**src/rtl/interlaced_sync_gen.sv**
```systemverilog
module interlaced_sync_gen #(
  parameter int LINE_A    = 1716,
  parameter int LINE_B    = 1728,
  parameter int LINES_A   = 525,
  parameter int LINES_B   = 625,
  parameter int HS_A      = 127,
  parameter int HS_B      = 127,
  parameter int VS_HALF_A = 6,
  parameter int VS_HALF_B = 5,
  parameter int LEAD      = 32
) (
  input  logic clk2,
  input  logic rst_n,
  input  logic std_sel,
  output logic hsync_n,
  output logic vsync_n,
  output logic field
);
  localparam int LMAX = (LINE_A > LINE_B) ? LINE_A : LINE_B;
  localparam int NMAX = 2 * ((LINES_A > LINES_B) ? LINES_A : LINES_B);
  localparam int HW   = $clog2(LMAX + 1);
  localparam int VW   = $clog2(NMAX + 1);

  logic          std_q;
  logic [HW-1:0] hpos;
  logic [VW-1:0] vhl;

  logic [HW-1:0] llen, half, hsw, lead;
  logic [VW-1:0] nl, last_hl, vsw;
  logic          line_end, mid_line, frame_end;
  logic          hs_act, vs_act, hit_odd, hit_even;

  assign llen    = std_q ? HW'(LINE_B) : HW'(LINE_A);
  assign hsw     = std_q ? HW'(HS_B) : HW'(HS_A);
  assign half    = llen >> 1;
  assign lead    = HW'(LEAD);
  assign nl      = std_q ? VW'(LINES_B) : VW'(LINES_A);
  assign vsw     = std_q ? VW'(VS_HALF_B) : VW'(VS_HALF_A);
  assign last_hl = (nl << 1) - 1'b1;

  assign line_end  = (hpos == llen - 1'b1);
  assign mid_line  = (hpos == half - 1'b1);
  assign frame_end = line_end && (vhl == last_hl);

  assign hs_act   = (hpos < hsw);
  assign vs_act   = (vhl < vsw) || ((vhl >= nl) && (vhl < nl + vsw));
  assign hit_odd  = (vhl == last_hl) && (hpos == llen - lead);
  assign hit_even = (vhl == nl - 1'b1) && (hpos == half - lead);

  always_ff @(posedge clk2) begin
    if (!rst_n) begin
      std_q <= std_sel;
      hpos  <= '0;
      vhl   <= '0;
    end else begin
      hpos <= line_end ? '0 : hpos + 1'b1;
      if (frame_end) begin
        vhl   <= '0;
        std_q <= std_sel;
      end else if (line_end || mid_line) begin
        vhl <= vhl + 1'b1;
      end
    end
  end

  always_ff @(posedge clk2) begin
    if (!rst_n) begin
      hsync_n <= 1'b1;
      vsync_n <= 1'b1;
      field   <= 1'b0;
    end else begin
      hsync_n <= !hs_act;
      vsync_n <= !vs_act;
      if (hit_odd)       field <= 1'b0;
      else if (hit_even) field <= 1'b1;
    end
  end
endmodule

```
**config.mk**
```make
export PLATFORM = sky130hd
export DESIGN_NAME = interlaced_sync_gen
export DESIGN_NICKNAME = d
export VERILOG_FILES = /design/src/rtl/interlaced_sync_gen.sv
export SDC_FILE = /design/constraint.sdc
export NUM_CORES = 1
export LEC_CHECK = 0
export BUFFER_PORTS_ARGS = -buffer_cell sky130_fd_sc_hd__buf_2
export CAP_MARGIN = 30
export CORE_MARGIN = 3
export CORE_UTILIZATION = 30
export CTS_CLUSTER_DIAMETER = 120
export DETAILED_ROUTE_END_ITERATION = 16
export PLACE_DENSITY = 0.54
export SYNTH_ARGS = -nofsm -noshare
export SYNTH_HDL_FRONTEND = slang
export SYNTH_SLANG_ARGS = --single-unit
```
**constraint.sdc**
```tcl
create_clock -name clk2 -period 3 [get_ports clk2]
set_clock_uncertainty 0.1 [all_clocks]
set_input_delay 0.15 -clock clk2 [delete_from_list [all_inputs] [get_ports clk2]]
set_output_delay 0.15 -clock clk2 [all_outputs]
set_load 0.01 [all_outputs]
```
==> results by group <==
Critical path
  • Startpoint Class: flip-flop
  • Worst-path fanout max: 13
  • Worst Setup Path Type: flip-flop to flip-flop
  • CP startpoint: std_q
  • Max incr delay on CP: about 0.6 ns
  • Worst path arrival time: 2.27 ns
  • Max stage delay cell, worst path: edfxtp_1
  • CP top delay family: flip-flops
  • Data required, critical path: 2.88 ns
  • Worst R2R Start: std_q
  • CP Buf/Inv Count: 2
  • Crit path cell chain: inv_1 -> ha_1 -> nor4b_1 -> nand4_1 -> o21ai_1 -> buf_4
  • CP endpoint kind: flip-flop

Clock network
  • Cts bufs inserted: 3
  • Post-CTS Setup Inserts: 0
  • Clk buf depth: 2
  • Clock-pin slew on the worst setup and hold paths: about 0.08 ns
  • Cts repair resizes: 0
  • H-tree Lvls: 1
  • Worst skew pair latency: between 0.2 and 0.3 ns
  • CTS Root Cell: clkbuf_8
  • Post-CTS Hold Fix Bufs: 1
  • CTS tree: done
  • TritonCTS Sinks: 26

Detailed routing
  • Wire length per cell: approximately 13 um
  • Via density: ~5.2
  • First DRT Iteration DRCs: ~130
  • WL met2: 1.35 mm
  • Met1 wire length: 1.64 mm
  • Wire length on met3: 103 um
  • Drt first pass iters: 4
  • WL final: 3.15 mm
  • Vias: 1,267
  • DR top layer: met4
  • Drc violations: 0
  • DRT antenna net count: 0

Yosys
  • Mapped Nets: 191
  • #FFs+latches synth: 26
  • Sequential area share after synthesis: 0.339
  • Top cells by area, synth: dfxtp_1 (32%), ha_1 (9.6%), nor2_1 (5.8%)
  • Async set-or-reset flop fraction in the synthesized netlist: 0
  • Post-synth top area share: 0.320
  • Synthesis warning total: 0
  • Count leader, synth: dfxtp_1
  • Number of synthesized flops with an enable pin: 1
  • Syn Inst Count: 176
  • Ys flop type: dfxtp_1
  • Synth cell types: 44
  • Commonest cells post-synth: dfxtp_1 (25), nor2_1 (24), ha_1 (12), xnor2_1 (10), nand3_1 (9)
  • Cell taking the most area after synthesis: dfxtp_1
  • Mapped cell area: 1560 sq um
  • Avg Cell Area, Syn: 8.89 sq um

Timing
  • RSZ-0062 raised after global routing: false
  • FMAX: 0.418 GHz
  • Final hold vios: 0
  • Worst hold slack: 0.0590 ns
  • Post-route setup TNS: 0 ns
  • # setup viols final: 0
  • Worst-Margin Slew: just over 0.5 ns
  • Fin crit period: 2.39 ns
  • Slew Viols, Final: 0
  • Final worst path period share: 0.797
  • Relative slew slack: 0.664

Floorplan
  • Std cell rows: 25
  • Die footprint: 6120 sq um
  • # IOs: 6
  • Starting Density: 0.321
  • Die X-Extent: 78.2 um
  • Die Y: 78.2 um
  • Core footprint: 4880 sq um

Min path
  • Hold_sp: rst_n
  • Hold Path Class: input port to flip-flop

Placement
  • Dpl cells: 241
  • Placed wire-length estimate: 2.30 mm
  • I/O Buffers: 5
  • Gpl congestion: 0.770

Global route
  • Largest net degree at the start of global routing: 15
  • Grt total ovfl: 0
  • First-pass GRT wire length: about 5.2 mm
  • Number of global-route vias before repair: 1,088
  • All-layer global routing usage: 0.105
  • Initial antenna violation count: 0

Power
  • LEAKAGE: between 0.6 and 0.7 nW
  • Cell area power density: 367 nW/um^2
  • Peak supply drop: between 0.1 and 0.15 mV

Run
  • Max_cap viols: 0

Cells and area
  • Final net count: slightly below 200
  • Layout cells sized above 1: 0.0894
  • Final std cells w/o fill: between 200 and 250
  • Antenna Diode Count: 0
  • Area Growth Syn to Fin: 8.40%

Outcome
  • Outcome: finished clean
power by group:
group	internal [mW]	switching [mW]
Combinational	0.0148	0.0188
Clock	0.117	0.109
Sequential	0.353	0.00945
Total	0.485	0.138
kinds of logic (layout without fill, tap and decap cells):
logic type | Yosys count | count (layout) | synth area share
muxes | 1 | 1 | 0.00640
DFF | 26 | 26 | 0.339
adders and majority gates | 12 | 12 | 0.0960
AOI/OAI and AO/OA | 31 | 31 | 0.146
and+or+nand+nor | 78 | 78 | 0.285
xor gates and xnor gates | 15 | 15 | 0.0840
buffers and inverters | 13 | 16 | 0.0440
sequential cells by signal, summed over array words and instances, names as in the netlist:
signal   count
vhl         11
field        1
std_q        1
hsync_n      1
hpos        11
vsync_n      1
metal layers:
| metal | up-vias | global-route usage |
|---|---|---|
| met4 | 0 | 0.0472 |
| met5 | - | 0 |
| met2 | 29 | 0.154 |
| li1 | 651 | - |
| met3 | 4 | 0.00803 |
| met1 | 583 | 0.155 |
worst reg2reg max path, stage by stage (launching register included):
cell      delay, ns
edfxtp_1       0.60
inv_1          0.23
ha_1           0.38
nor4b_1        0.30
nand4_1        0.15
o21ai_1        0.14
buf_4          0.20
through the flow:
| stage | total power [mW] | setup WS, ns | utilization | instance area [sq um] |
|---|---|---|---|---|
| after floorplan | 0.392 | 0.675 | - | 1560 |
| after global placement | 0.402 | 0.662 | 0.334 | 1630 |
| after detailed placement | 0.403 | 0.639 | 0.334 | 1630 |
| after CTS | 0.631 | 0.609 | 0.347 | 1700 |
| after global routing | 0.657 | 0.423 | 0.347 | 1700 |
| final | 0.622 | 0.610 | 0.347 | 1700 |
cell usage in the layout (no fill, tap or decap), types with 2 or more instances in the layout:
master / netlist / final
a21boi_0: 2 / 2
a21oi_1: 6 / 6
nor3_1: 4 / 4
o31ai_1: 2 / 2
nor4b_1: 3 / 3
nand4_1: 4 / 4
nand3_1: 9 / 9
a211oi_1: 4 / 4
or4_1: 3 / 3
dfxtp_1: 25 / 25
o21ai_0: 6 / 6
or3_1: 3 / 3
nand2_1: 8 / 8
nor2_1: 24 / 24
and3_1: 7 / 7
xnor2_1: 10 / 10
and4bb_2: 2 / 2
clkbuf_8: 0 / 4
nand4bb_1: 2 / 2
o2111ai_1: 3 / 3
ha_1: 12 / 12
buf_2: 4 / 5
inv_1: 5 / 5
xor2_1: 5 / 5
area by class of cell:
type	count	area (sq um)
fill	543	3180
multi-input combinational	137	965
sequential	26	531
tap	67	83.8
clock buffer	4	55.1
timing repair buffer	7	42.5
inverter	5	18.8
worst paths after layout:
path / slack [ns] / to / cells after the start
setup / recovery: 0.61 / std_q / 6
hold reg to reg: 0.42 / vhl[10] / 2
hold / removal: 0.06 / hsync_n / 2
setup reg to reg: 0.61 / std_q / 6
(Power assumes the default switching activity.)
